$ cat src/rtl/rwb_pkg.sv
package rwb_pkg;

   typedef enum logic [1:0] {
      PX_16  = 2'd0,
      PX_24  = 2'd1,
      PX_32  = 2'd2,
      PX_BAD = 2'd3
   } px_fmt_e;

   function automatic logic [2:0] px_bytes(input px_fmt_e f);
      case (f)
         PX_16:   px_bytes = 3'd2;
         PX_24:   px_bytes = 3'd3;
         PX_32:   px_bytes = 3'd4;
         default: px_bytes = 3'd0;
      endcase
   endfunction

endpackage

$ cat src/rtl/rwb_cfg_check.sv
module rwb_cfg_check
   import rwb_pkg::*;
#(
   parameter int DIM_W    = 16,
   parameter int MAX_H    = 4088,
   parameter int BASE_LSB = 2,
   parameter int PITCH_LSB = 4
) (
   input  logic [BASE_LSB-1:0]  base_lsb,
   input  logic [PITCH_LSB-1:0] pitch_lsb,
   input  logic [2*DIM_W-1:0]   dim,
   input  logic [1:0]           fmt,
   input  logic                 rotate,
   input  logic                 tiled,
   output logic                 ok,
   output logic [DIM_W-1:0]     height,
   output logic [DIM_W-1:0]     words,
   output logic [2:0]           last_cnt
);
   localparam int LB_W = DIM_W + 2;
   localparam logic [DIM_W-1:0] MAX_H_V = DIM_W'(MAX_H);

   px_fmt_e          f;
   logic [DIM_W-1:0] width;
   logic [LB_W-1:0]  line_bytes;
   logic [LB_W-1:0]  rounded;

   assign f          = px_fmt_e'(fmt);
   assign height     = dim[2*DIM_W-1:DIM_W];
   assign width      = dim[DIM_W-1:0];
   assign line_bytes = LB_W'(width) * LB_W'(px_bytes(f));
   assign rounded    = line_bytes + LB_W'(3);
   assign words      = rounded[LB_W-1:2];
   assign last_cnt   = (line_bytes[1:0] == 2'b00) ? 3'd4 : {1'b0, line_bytes[1:0]};

   always_comb begin
      ok = 1'b1;
      if (base_lsb != '0)                      ok = 1'b0;
      if (pitch_lsb != '0)                     ok = 1'b0;
      if (height == '0 || width == '0)         ok = 1'b0;
      if (height > MAX_H_V)                    ok = 1'b0;
      if (f == PX_BAD)                         ok = 1'b0;
      if (f == PX_24 && (rotate || tiled))     ok = 1'b0;
   end

endmodule

$ cat src/rtl/rwb_addr_walk.sv
module rwb_addr_walk #(
   parameter int ADDR_W     = 32,
   parameter int PITCH_W    = 16,
   parameter int DIM_W      = 16,
   parameter bit HIGH_LANES = 1'b0
) (
   input  logic               clk,
   input  logic               rst_n,
   input  logic               go,
   input  logic [ADDR_W-1:0]  base,
   input  logic [PITCH_W-1:0] pitch,
   input  logic [DIM_W-1:0]   height,
   input  logic [DIM_W-1:0]   words,
   input  logic [2:0]         last_cnt,
   input  logic               wr_ready,
   output logic               wr_valid,
   output logic [ADDR_W-1:0]  wr_addr,
   output logic [2:0]         wr_cnt,
   output logic [3:0]         wr_ben
);
   logic               issuing;
   logic [DIM_W-1:0]   line_idx, word_idx, h_q, words_q;
   logic [2:0]         last_q;
   logic [PITCH_W-1:0] pitch_q;
   logic [ADDR_W-1:0]  line_addr;
   logic               end_of_line;

   assign end_of_line = (word_idx + 1'b1 == words_q);

   always_ff @(posedge clk) begin
      if (!rst_n) begin
         issuing   <= 1'b0;
         line_idx  <= '0;
         word_idx  <= '0;
         line_addr <= '0;
         h_q       <= '0;
         words_q   <= '0;
         last_q    <= 3'd4;
         pitch_q   <= '0;
      end else if (go) begin
         issuing   <= 1'b1;
         line_idx  <= '0;
         word_idx  <= '0;
         line_addr <= base;
         h_q       <= height;
         words_q   <= words;
         last_q    <= last_cnt;
         pitch_q   <= pitch;
      end else if (issuing && wr_ready) begin
         if (end_of_line) begin
            word_idx  <= '0;
            line_idx  <= line_idx + 1'b1;
            line_addr <= line_addr + ADDR_W'(pitch_q);
            if (line_idx + 1'b1 == h_q) issuing <= 1'b0;
         end else begin
            word_idx <= word_idx + 1'b1;
         end
      end
   end

   assign wr_valid = issuing;
   assign wr_addr  = line_addr + (ADDR_W'(word_idx) << 2);
   assign wr_cnt   = end_of_line ? last_q : 3'd4;

   generate
      if (HIGH_LANES) begin : g_lanes_hi
         assign wr_ben = 4'hF << (3'd4 - wr_cnt);
      end else begin : g_lanes_lo
         assign wr_ben = 4'hF >> (3'd4 - wr_cnt);
      end
   endgenerate

   p_aligned_r2: assert property (@(posedge clk) disable iff (!rst_n)
      wr_valid |-> wr_addr[1:0] == 2'b00);
   p_cnt_lanes_r3: assert property (@(posedge clk) disable iff (!rst_n)
      wr_valid |-> (wr_cnt != 3'd0 && wr_cnt <= 3'd4 && $countones(wr_ben) == int'(wr_cnt)));

endmodule

$ cat src/rtl/rwb_commit_track.sv
module rwb_commit_track #(
   parameter int DIM_W = 16
) (
   input  logic             clk,
   input  logic             rst_n,
   input  logic             go,
   input  logic [DIM_W-1:0] height,
   input  logic [DIM_W-1:0] words,
   input  logic             resp_valid,
   output logic [DIM_W-1:0] progress,
   output logic             frame_done,
   output logic             busy
);
   logic [DIM_W-1:0] rword, h_q, words_q;

   always_ff @(posedge clk) begin
      if (!rst_n) begin
         rword      <= '0;
         progress   <= '0;
         frame_done <= 1'b0;
         busy       <= 1'b0;
         h_q        <= '0;
         words_q    <= '0;
      end else begin
         frame_done <= 1'b0;
         if (go) begin
            rword    <= '0;
            progress <= '0;
            busy     <= 1'b1;
            h_q      <= height;
            words_q  <= words;
         end else if (busy && resp_valid) begin
            if (rword + 1'b1 == words_q) begin
               rword    <= '0;
               progress <= progress + 1'b1;
               if (progress + 1'b1 == h_q) begin
                  frame_done <= 1'b1;
                  busy       <= 1'b0;
               end
            end else begin
               rword <= rword + 1'b1;
            end
         end
      end
   end

   p_done_pulse_r9: assert property (@(posedge clk) disable iff (!rst_n)
      frame_done |=> !frame_done);
   p_done_at_height_r9: assert property (@(posedge clk) disable iff (!rst_n)
      frame_done |-> (progress == h_q && !busy));
   p_prog_bound_r8: assert property (@(posedge clk) disable iff (!rst_n)
      busy |-> progress < h_q);

endmodule

$ cat src/rtl/rwb_addr_gen.sv
module rwb_addr_gen
   import rwb_pkg::*;
#(
   parameter int ADDR_W     = 32,
   parameter int PITCH_W    = 16,
   parameter int DIM_W      = 16,
   parameter int MAX_H      = 4088,
   parameter int BASE_LSB   = 2,
   parameter int PITCH_LSB  = 4,
   parameter bit HIGH_LANES = 1'b0
) (
   input  logic               clk,
   input  logic               rst_n,
   input  logic               start,
   input  logic [ADDR_W-1:0]  cfg_base,
   input  logic [PITCH_W-1:0] cfg_pitch,
   input  logic [2*DIM_W-1:0] cfg_dim,
   input  logic [1:0]         cfg_fmt,
   input  logic               cfg_rotate,
   input  logic               cfg_tiled,
   output logic               wr_valid,
   input  logic               wr_ready,
   output logic [ADDR_W-1:0]  wr_addr,
   output logic [2:0]         wr_cnt,
   output logic [3:0]         wr_ben,
   input  logic               resp_valid,
   output logic [DIM_W-1:0]   progress,
   output logic               frame_done,
   output logic               busy,
   output logic               cfg_err
);
   generate
      if (MAX_H >= (1 << DIM_W)) begin : g_bad_maxh
         $error("MAX_H does not fit in DIM_W bits");
      end
      if (BASE_LSB < 2 || BASE_LSB >= ADDR_W) begin : g_bad_base
         $error("BASE_LSB must keep word alignment and fit ADDR_W");
      end
      if (PITCH_LSB < BASE_LSB || PITCH_LSB >= PITCH_W) begin : g_bad_pitch
         $error("PITCH_LSB out of range");
      end
   endgenerate

   logic             cfg_ok, go;
   logic [DIM_W-1:0] c_height, c_words;
   logic [2:0]       c_last;

   rwb_cfg_check #(
      .DIM_W(DIM_W), .MAX_H(MAX_H), .BASE_LSB(BASE_LSB), .PITCH_LSB(PITCH_LSB)
   ) u_check (
      .base_lsb (cfg_base[BASE_LSB-1:0]),
      .pitch_lsb(cfg_pitch[PITCH_LSB-1:0]),
      .dim      (cfg_dim),
      .fmt      (cfg_fmt),
      .rotate   (cfg_rotate),
      .tiled    (cfg_tiled),
      .ok       (cfg_ok),
      .height   (c_height),
      .words    (c_words),
      .last_cnt (c_last)
   );

   assign go = start && !busy && cfg_ok;

   always_ff @(posedge clk) begin
      if (!rst_n) cfg_err <= 1'b0;
      else        cfg_err <= start && !busy && !cfg_ok;
   end

   rwb_addr_walk #(
      .ADDR_W(ADDR_W), .PITCH_W(PITCH_W), .DIM_W(DIM_W), .HIGH_LANES(HIGH_LANES)
   ) u_walk (
      .clk(clk), .rst_n(rst_n), .go(go),
      .base(cfg_base), .pitch(cfg_pitch), .height(c_height),
      .words(c_words), .last_cnt(c_last),
      .wr_ready(wr_ready), .wr_valid(wr_valid), .wr_addr(wr_addr),
      .wr_cnt(wr_cnt), .wr_ben(wr_ben)
   );

   rwb_commit_track #(.DIM_W(DIM_W)) u_commit (
      .clk(clk), .rst_n(rst_n), .go(go),
      .height(c_height), .words(c_words), .resp_valid(resp_valid),
      .progress(progress), .frame_done(frame_done), .busy(busy)
   );

   p_hold_r11: assert property (@(posedge clk) disable iff (!rst_n)
      (wr_valid && !wr_ready) |=> (wr_valid && $stable(wr_addr) && $stable(wr_cnt) && $stable(wr_ben)));
   p_err_idle_r4: assert property (@(posedge clk) disable iff (!rst_n)
      cfg_err |-> (!busy && !wr_valid));
   p_busy_start_r10: assert property (@(posedge clk) disable iff (!rst_n)
      (busy && start) |=> !cfg_err);
   p_issue_in_frame_r1: assert property (@(posedge clk) disable iff (!rst_n)
      wr_valid |-> busy);

endmodule

$ cat config.mk
export PLATFORM = sky130hd
export DESIGN_NAME = rwb_addr_gen
export DESIGN_NICKNAME = d
export VERILOG_FILES = /design/src/rtl/rwb_pkg.sv /design/src/rtl/rwb_cfg_check.sv /design/src/rtl/rwb_addr_walk.sv /design/src/rtl/rwb_commit_track.sv /design/src/rtl/rwb_addr_gen.sv
export SDC_FILE = /design/constraint.sdc
export NUM_CORES = 1
export LEC_CHECK = 0
export BUFFER_PORTS_ARGS = -buffer_cell sky130_fd_sc_hd__buf_2
export CAP_MARGIN = 20
export CORE_MARGIN = 2
export CORE_UTILIZATION = 60
export CTS_CLUSTER_SIZE = 28
export DETAILED_ROUTE_END_ITERATION = 6
export PLACE_DENSITY = 0.85
export RECOVER_POWER = 25
export SLEW_MARGIN = 20
export SYNTH_ARGS = -nofsm -noshare
export SYNTH_HDL_FRONTEND = slang
export SYNTH_HIERARCHICAL = 1
export SYNTH_SLANG_ARGS = --single-unit
$ cat constraint.sdc
create_clock -name clk -period 5.1 [get_ports clk]
set_input_delay 0.255 -clock clk [delete_from_list [all_inputs] [get_ports clk]]
set_output_delay 0.255 -clock clk [all_outputs]
set_load 0.005 [all_outputs]
==> results.py, run 1 <==
metrics = {
    "run_status": {
        "status": "finished, violations left",
        "violations": "max-capacitance violations, max-slew violations",
    },
    "global_route": {
        "use_met3": 0.0342,
        "grtUsageTotal": 0.288,
        "grt_use_met1": 0.385,
        "grt_pass1_vias": 11700,
        "busiest_layer": "met2",
        "met2_usage": 0.485,
        "grt_start_max_net_pins": 116,
        "grt_overflow": 0,
        "grt_pass1_wl_um": 57500,
        "antenna_found_initial": 0,
    },
    "critical_path": {
        "end_kind": "flop",
        "rrSetupSlack_ns": 1.32,
        "cp_slowest_stage_delay_ns": 1.36,
        "timing.rr.end": "u_walk/line_addr[18]",
        "path_cells": "buf_2 -> o31ai_1 -> nand4_1 -> nor3_1 -> and3b_4 -> clkbuf_4 -> nor2b_1 -> buf_4 -> nand2_1 -> or4_1 -> a21oi_1 -> a211o_1",
        "crit_type": "primary input to flop",
        "cp-start-kind": "primary input",
        "timing.critical_path.fanout_max": 115,
        "r2r_cells": 9,
        "reg2reg_from": "u_walk/word_idx[1]",
        "arrival_ns": 4.82,
        "cp_slowest_cell": "clkbuf_4",
        "required_ns": 5.43,
    },
    "power": {
        "power.density_nw_per_um2": 207,
        "p_leak_nw": 5.88,
        "peakVddDrop_v": 0.000209,
    },
    "logic_synthesis": {
        "yosys.area.top_type": "dfxtp_1",
        "synth_area_leaders": "dfxtp_1 26%, xnor2_1 6.9%, mux2i_1 6.8%",
        "synth-simple-area-share": 0.266,
        "synth_area_per_cell_um2": 8.30,
        "synthAdderAreaFrac": 0.0749,
        "synth_commonest_cells": "183 x dfxtp_1, 144 x nand2_1, 110 x xnor2_1, 103 x nor2b_1, 94 x mux2i_1",
        "synth_edf_count": 0,
        "yosys_warnings": 6,
        "synth_nets": 1836,
        "synth-compound-area-share": 0.153,
        "synthCells": 1674,
        "synth_top_family_by_area": "simple AND/OR/NAND/NOR gates",
        "synth_cell_types": 99,
        "seq_area_frac_synth": 0.264,
        "ys_ff_latch": 183,
        "ys_dominant_reg_cell": "dfxtp_1",
        "synth_mux_area_frac": 0.0694,
        "synth_xor_area_frac": 0.108,
        "netlist_area_um2": 13900,
        "synthArstFlopShare": 0,
        "yosysMostFrequentCell": "dfxtp_1",
        "synth_top_area_frac": 0.264,
    },
    "finish": {
        "instances_no_fill": 2032,
        "drive_gt1_frac": 0.128,
        "nets": 1897,
        "diodes": 0,
        "areaGrowthSynthToFinish_pct": 7.67,
        "regMostFlops": "u_walk/line_addr",
        "fin_util": 0.659,
        "largest_reg_flops": 32,
    },
    "timing": {
        "skew_ns": 0.0109,
        "tns_ns": 0,
        "hold_viol": 0,
        "slew_violations": 116,
        "timing.slew.headroom": -0.238,
        "setup_viol_count_final": 0,
        "max_freq_mhz": 223,
        "tightest_slew_ns": 1.86,
        "layout_min_cycle_time_ns": 4.49,
        "fin_crit_sh": 0.881,
        "rsz0062_at_grt": "no",
    },
    "floorplanning": {
        "rows": 55,
        "dieArea_um2": 24400,
        "ios": 148,
        "die_width_um": 156,
        "die_height_um": 156,
        "initial_core_util": 0.612,
        "core_um2": 22700,
    },
    "routing": {
        "drt-initial-drc-count": 1057,
        "vias_per_cell": 6.19,
        "routed_wl_um": 35300,
        "num_vias": 12600,
        "drtAntennaViolNets": 0,
        "wl_per_cell_um": 17.4,
        "drtPass1Iterations": 5,
        "drc": 0,
    },
    "clocking": {
        "clkLatencyLatePin_ns": 0.44,
        "clock-sinks": 183,
        "cts_root_buf": "clkbuf_16",
        "clk_pin_slew_worst_paths_ns": 0.07,
        "cts_hold_buf": 0,
        "cts_max_path_buffers": 2,
        "cts_tree": "built",
        "post_cts_resized": 0,
        "cts-htree-levels": 4,
        "cts_buffers": 17,
        "cts_setup_buffers": 0,
    },
    "worst_hold_path": {
        "holdPathStages": 2,
        "hp-start": "cfg_base[17]",
        "hold_path.class": "primary input to flop",
        "min_to": "u_walk/line_addr[17]",
    },
    "placement": {
        "place_hpwl_um": 25600,
        "gp_congestion": 0.970,
        "io_buffers": 147,
        "dp.cells": 2001,
    },
    "job": {
        "cap_violations": 1,
    },
}
[report_power, final]
part | internal [mW] | switching (mW) | total, mW
logic | 0.127 | 0.185 | 0.312
registers | 1.43 | 0.00114 | 1.43
clock network | 0.743 | 0.604 | 1.35
total | 2.30 | 0.791 | 3.09
[per-layer routing]
layer  part of all wire  routed length [µm]
met1               0.44               15500
met2               0.47               16700
met3              0.065                2280
met4              0.023                 807
met5                  0                   0
[cells by family after synthesis]
| family | Yosys count |
|---|---|
| buffers and inverters | 172 |
| AOI/OAI and AO/OA | 328 |
| and+or+nand+nor | 653 |
| DFF | 183 |
| adders and majority gates | 73 |
| xor gates and xnor gates | 169 |
| muxes | 96 |
[layout make-up]
type / count / area, µm²
inverters: 56 / 210
multi-input cells: 1319 / 9340
fillers: 1892 / 7750
flip-flops and latches: 183 / 3660
clock inverters: 12 / 144
repair buffers: 158 / 796
well taps: 285 / 357
clock buffers: 19 / 443
[placed cells by master, fill, tap and decap left out, drive strengths merged, types with 41 or more instances in the layout]
cell type | Yosys | layout
nor2 | 74 | 74
inv | 55 | 59
nor3 | 47 | 47
nand4 | 41 | 41
mux2i | 94 | 94
a21oi | 83 | 83
xor2 | 58 | 58
nand3 | 63 | 63
ha | 56 | 56
clkbuf | 62 | 43
nand2 | 144 | 144
dfxtp | 183 | 183
buf | 51 | 134
nor2b | 103 | 103
xnor2 | 110 | 110
o21ai | 86 | 86
[through the flow]
stage	total power [mW]	hold WS (ns)	area, µm²	setup slack, ns
floorplan	1.68	0.383	13900	0.831
detailed placement	1.77	0.494	14400	0.437
global placement	1.77	0.481	14400	0.588
finish	3.09	0.0635	15000	0.607
CTS	3.10	0.0607	15000	0.813
global route	3.20	0.0756	15000	0.376
[how the worst max path moves through the flow]
| stage | cells past startpoint | from | to |
|---|---|---|---|
| floorplan | 17 | cfg_fmt[1] | u_walk/words_q[15] |
| global placement | 17 | cfg_fmt[1] | u_walk/words_q[15] |
| detailed placement | 17 | cfg_fmt[1] | u_walk/words_q[15] |
| CTS | 11 | u_walk/word_idx[8] | wr_ben[3] |
| global route | 11 | u_walk/word_idx[8] | wr_ben[3] |
| finish | 12 | cfg_fmt[1] | u_commit/rword[11] |
[critical path, delay by kind of cell]
kind	cells	cell delay (ns)
compound gates	3	1.15
buf+inv	3	1.83
simple gates	6	1.57
(Power assumes the default switching activity.)
==> inputs of run 2 (changes only) <==
--- a/config.mk
+++ b/config.mk
@@ -5,13 +5,14 @@
 export SDC_FILE = /design/constraint.sdc
 export NUM_CORES = 1
 export LEC_CHECK = 0
-export BUFFER_PORTS_ARGS = -buffer_cell sky130_fd_sc_hd__buf_2
 export CAP_MARGIN = 20
 export CORE_MARGIN = 2
 export CORE_UTILIZATION = 60
 export CTS_CLUSTER_SIZE = 28
 export DETAILED_ROUTE_END_ITERATION = 6
-export PLACE_DENSITY = 0.85
+export DONT_BUFFER_PORTS = 1
+export GPL_ROUTABILITY_DRIVEN = 0
+export PLACE_DENSITY = 0.8
 export RECOVER_POWER = 25
 export SLEW_MARGIN = 20
 export SYNTH_ARGS = -nofsm -noshare
==> run 2 against run 1 <==
  * The run still ends with max-capacitance violations, max-slew violations left
  * Maximum frequency increased by 5.1%
  * Sequential power barely moved
  * Die area unchanged
  * Via count down 3.2%
  * Power is 0.70% lower
  * Sequential share of layout area rose by 0.64 points
  * Utilization shrank 1.7 points
  * Cell count shrank 5.8%
  * Critical path depth fell by 2
  * Register-to-register slack worse by 0.11 ns
  * Non-clock buffer count is 119 lower
  * Critical path type is now flop to primary output
  * Critical endpoint is now wr_ben[3]
==> results.py, run 2 (synthesized netlist as in run 1, its figures left out) <==
metrics = {
    "critical_path": {
        "crit_type": "flop to primary output",
        "rrSetupSlack_ns": 1.21,
        "timing.critical_path.fanout_max": 13,
        "cp-start-kind": "flop",
        "reg2reg_from": "u_walk/word_idx[1]",
        "required_ns": 4.85,
        "end_kind": "primary output",
        "arrival_ns": 4.02,
        "r2r_cells": 9,
        "timing.rr.end": "u_walk/line_addr[18]",
    },
    "routing": {
        "vias_per_cell": 6.37,
        "routed_wl_um": 34800,
        "num_vias": 12200,
        "drtAntennaViolNets": 0,
        "drt-initial-drc-count": 1269,
        "drtPass1Iterations": 6,
        "drc": 0,
        "wl_per_cell_um": 18.2,
    },
    "timing": {
        "layout_min_cycle_time_ns": 4.27,
        "tightest_slew_ns": 1.82,
        "fin_crit_sh": 0.838,
        "max_freq_mhz": 234,
        "tns_ns": 0,
        "slew_violations": 112,
        "timing.slew.headroom": -0.212,
        "setup_viol_count_final": 0,
        "finalWorstSetupSlack_ns": 0.827,
        "skew_ns": 0.0122,
        "rsz0062_at_grt": "no",
        "hold_viol": 0,
    },
    "power": {
        "peakVddDrop_v": 0.000224,
        "p_sw_uw": 816,
        "pwr-share-clk": 0.441,
        "sw_frac_of_total": 0.266,
        "p_leak_nw": 5.45,
        "power.density_nw_per_um2": 210,
        "p_seq_frac": 0.466,
        "p_comb_frac": 0.093,
        "intPower_mw": 2.25,
    },
    "global_route": {
        "grt_use_met1": 0.374,
        "grt_pass1_vias": 11400,
        "grt_start_max_net_pins": 112,
        "grt_pass1_wl_um": 56000,
        "busiest_layer": "met2",
        "antenna_found_initial": 1,
        "use_met3": 0.0453,
        "grt_overflow": 0,
        "grtUsageTotal": 0.281,
        "met2_usage": 0.465,
    },
    "finish": {
        "drive_gt1_frac": 0.0608,
        "regMostFlops": "u_walk/line_addr",
        "fin_util": 0.642,
        "largest_reg_flops": 32,
        "final_common_cell": "dfxtp_1",
        "areaGrowthSynthToFinish_pct": 4.92,
        "stdcell_area_um2": 14600,
        "mostFrequentLayoutCells": "183 x dfxtp_1, 144 x nand2_1, 110 x xnor2_1",
        "nets": 1778,
    },
    "worst_hold_path": {
        "hp-start": "cfg_dim[31]",
        "hold_path.class": "primary input to flop",
        "min_to": "u_walk/h_q[15]",
        "holdPathStages": 2,
    },
    "floorplanning": {
        "rows": 55,
        "die_height_um": 156,
        "core_um2": 22700,
        "die_width_um": 156,
        "dieArea_um2": 24400,
        "initial_core_util": 0.612,
        "ios": 148,
    },
    "run_status": {
        "status": "finished, violations left",
        "violations": "max-capacitance violations, max-slew violations",
    },
    "clocking": {
        "cts-htree-levels": 4,
        "cts_buffers": 17,
        "clkLatencyLatePin_ns": 0.43,
        "cts_max_path_buffers": 2,
        "clk_pin_slew_worst_paths_ns": 0.07,
        "cts_tree": "built",
        "post_cts_resized": 0,
        "cts_root_buf": "clkbuf_16",
        "clock-sinks": 183,
    },
    "job": {
        "cap_violations": 1,
    },
    "placement": {
        "io_buffers": 0,
        "place_hpwl_um": 24500,
        "post-place-ws_ns": 0.708,
        "place_area_um2": 13700,
    },
}
[run 2: changes by cell type in the layout (fill, tap and decap cells not counted), moves of 2 or more]
cell	change
clkinv_8	+4
buf_2	-123
clkbuf_2	-3
clkbuf_1	-21
dlygate4sd3_1	+29
buf_4	-3
clkinvlp_4	-2
[run 2: final cells by class]
cell class	instances	area, µm²
multi-input combinational	1319	9350
tap	285	357
clock inverter	15	184
inverter	56	210
fill	1903	8140
timing repair buffer	39	385
sequential	183	3660
clock buffer	17	425
antenna	1	2.50
[run 2: worst max path at each step]
stage	slack (ns)	end	start	cells past startpoint
after floorplan	0.83	u_walk/words_q[15]	cfg_fmt[1]	17
after global placement	0.85	u_commit/words_q[15]	cfg_fmt[1]	16
after detailed placement	0.71	u_commit/words_q[15]	cfg_fmt[1]	16
after CTS	0.92	wr_ben[3]	u_walk/word_idx[8]	10
after global routing	0.55	wr_ben[0]	u_walk/word_idx[1]	11
final	0.83	wr_ben[3]	u_walk/word_idx[8]	10
[run 2: power by group through the flow]
stage	registers [mW]	clock network, mW	logic (mW)
floorplan	1.46	0	0.221
global placement	1.46	0	0.239
detailed placement	1.46	0	0.246
CTS	1.43	1.36	0.283
global route	1.43	1.43	0.315
finish	1.43	1.35	0.285
[run 2: through the flow]
step           std cells  hold slack, ns  total power [mW]
4_1_cts             1914        0.000165              3.08
5_1_grt             1915         0.00462              3.17
3_3_place_gp        1852           0.349              1.70
6_report            1915          0.0107              3.07
3_5_place_dp        1852           0.356              1.71
2_1_floorplan       1674           0.383              1.68
[run 2: critical path, cell delays in order (launching register included)]
cell and delay (ns):
dfxtp_1 0.64, nand4_2 0.30, nor4_1 0.46, xnor2_1 0.22
and3_1 0.24, nand3_1 0.16, nor4_1 0.69, nand2_1 0.25
ha_1 0.25, xnor2_1 0.28, nor2b_1 0.10
[run 2: layer usage]
layer | up-vias | wire (µm) | share of wire
li1 | 5850 | - | -
met1 | 5783 | 15000 | 0.43
met2 | 480 | 16200 | 0.47
met3 | 77 | 2450 | 0.071
met4 | 0 | 1060 | 0.031
met5 | - | 0 | 0
[run 2: repair_timing]
| item | in CTS | in global routing |
|---|---|---|
| hold buffers | 30 | 0 |
| buffers inserted | 0 | 0 |
| endpoints found under the hold margin | 100 | 0 |
==> inputs of run 3 (changes only) <==
==> constraint.sdc (replaced) <==
create_clock -name clk -period 4 [get_ports clk]
set_input_delay 0.2 -clock clk [delete_from_list [all_inputs] [get_ports clk]]
set_output_delay 0.2 -clock clk [all_outputs]
set_load 0.005 [all_outputs]
==> run 3 against run 2 <==
  * The flow still finishes with violations (max-capacitance violations, max-slew violations)
  * Routed wire length is 4.5% higher
  * Combinational power increased by 39%
  * Die area is the same
  * Critical endpoint unchanged
  * Largest cell class unchanged
==> results.py, run 3 (synthesized netlist as in run 1, its figures left out) <==
metrics = {
    "run_status": {
        "status": "finished, violations left",
        "violations": "max-capacitance violations, max-slew violations",
    },
    "global_route": {
        "antenna_found_initial": 0,
        "grt_pass1_wl_um": 58000,
        "grtUsageTotal": 0.292,
        "grt_start_max_net_pins": 123,
        "grt_overflow": 0,
        "grt_pass1_vias": 11700,
    },
    "critical_path": {
        "timing.critical_path.fanout_max": 7,
        "reg2reg_from": "u_walk/word_idx[4]",
        "crit_type": "flop to primary output",
        "required_ns": 3.80,
        "rrSetupSlack_ns": 0.39,
        "arrival_ns": 3.58,
        "timing.rr.end": "u_walk/line_addr[26]",
        "end_kind": "primary output",
        "cp-start-kind": "flop",
        "r2r_cells": 8,
    },
    "routing": {
        "drc": 0,
        "drtPass1Iterations": 6,
        "routed.top_layer": "met4",
        "wl_met3_um": 2570,
        "routed_wl_um": 36400,
        "num_vias": 12400,
        "wl_per_cell_um": 18.6,
        "vias_per_cell": 6.37,
        "wl_met2_um": 17000,
        "drtAntennaViolNets": 0,
        "drt-initial-drc-count": 1332,
        "wl_met1_um": 15500,
    },
    "worst_hold_path": {
        "hold_path.class": "primary input to flop",
        "min_to": "u_walk/line_addr[15]",
        "holdPathStages": 2,
        "hp-start": "cfg_base[15]",
    },
    "finish": {
        "drive_gt1_frac": 0.0685,
        "nets": 1814,
        "areaGrowthSynthToFinish_pct": 7.59,
        "mostFrequentLayoutCells": "181 x dfxtp_1, 144 x nand2_1, 110 x xnor2_1",
        "largest_reg_flops": 32,
        "final_common_cell": "dfxtp_1",
        "fin_util": 0.658,
        "diodes": 0,
        "regMostFlops": "u_walk/line_addr",
    },
    "clocking": {
        "cts_max_path_buffers": 2,
        "cts_buffers": 17,
        "cts-htree-levels": 4,
        "cts_root_buf": "clkbuf_16",
        "clock-sinks": 183,
        "clkLatencyLatePin_ns": 0.44,
        "cts_setup_buffers": 0,
        "clk_pin_slew_worst_paths_ns": 0.07,
        "cts_tree": "built",
    },
    "timing": {
        "fin_crit_sh": 0.944,
        "layout_min_cycle_time_ns": 3.78,
        "max_freq_mhz": 265,
        "setup_viol_count_final": 0,
        "skew_ns": 0.0137,
        "rsz0062_at_grt": "no",
        "hold_viol": 0,
        "tns_ns": 0,
        "timing.slew.headroom": -0.178,
        "tightest_slew_ns": 1.77,
        "slew_violations": 63,
    },
    "floorplanning": {
        "die_width_um": 156,
        "ios": 148,
        "initial_core_util": 0.612,
        "core_um2": 22700,
        "rows": 55,
        "dieArea_um2": 24400,
        "die_height_um": 156,
    },
    "power": {
        "p_leak_nw": 5.62,
        "peakVddDrop_v": 0.000208,
        "power.density_nw_per_um2": 265,
    },
    "placement": {
        "io_buffers": 0,
        "place_hpwl_um": 25100,
    },
    "job": {
        "cap_violations": 1,
    },
}
-- run 3: worst max path at each step --
stage / start / to / slack, ns / cells past startpoint
after floorplan: cfg_fmt[1] / u_walk/words_q[15] / 0.03 / 17
after global placement: cfg_fmt[1] / u_walk/words_q[15] / 0.16 / 16
after detailed placement: cfg_fmt[0] / u_commit/words_q[15] / 0.008 / 16
after CTS: u_walk/word_idx[6] / wr_ben[3] / 0.06 / 10
after global routing: u_walk/word_idx[0] / wr_ben[3] / 0.07 / 10
final: u_walk/word_idx[0] / wr_ben[3] / 0.22 / 10
-- run 3: metrics by stage --
step	power (mW)	hold slack (ns)	setup slack, ns	instances	area (µm²)
after floorplan	2.15	0.328	0.0259	1674	13900
after global placement	2.18	0.303	0.157	1861	13700
after detailed placement	2.19	0.301	0.00838	1861	13700
after CTS	3.98	0.00244	0.0597	1950	14900
after global routing	4.09	0.00732	0.0687	1950	14900
final	3.95	0.00903	0.224	1950	14900
-- run 3: cell type report --
| cell class | instances | area [µm²] |
|---|---|---|
| Fill cell | 1796 | 7760 |
| Sequential cell | 183 | 3670 |
| Clock inverter | 15 | 183 |
| Clock buffer | 17 | 425 |
| Multi-Input combinational cell | 1319 | 9390 |
| Timing Repair Buffer | 75 | 717 |
| Tap cell | 285 | 357 |
| Inverter | 56 | 210 |
-- run 3: metal layers --
layer | vias to the layer above | GRT usage
met5 | - | 0
met4 | 0 | 0.130
met3 | 104 | 0.0503
met2 | 550 | 0.480
met1 | 5827 | 0.376
li1 | 5931 | -
-- run 3: worst max-delay path, stage by stage, from the launching register on --
cell and delay, ns:
dfxtp_1 0.49, ha_2 0.30, and3_1 0.31, nand3_1 0.23, xnor2_1 0.20, or3_1 0.40
nor4_4 0.39, nand2_1 0.19, ha_1 0.22, xnor2_1 0.29, nor2b_1 0.11
-- run 3: report_power, final --
group / internal, mW / switching, mW
Combinational: 0.175 / 0.221
Clock: 0.900 / 0.834
Sequential: 1.82 / 0.00160
Total: 2.90 / 1.06
-- run 3: timing repair --
item / 4_1_cts / 5_1_grt
setup endpoints to repair: 4 / 4
hold buffers: 57 / 0
resized for setup: 1 / 5
hold endpoints to repair: 117 / 0
pin swaps: 0 / 1
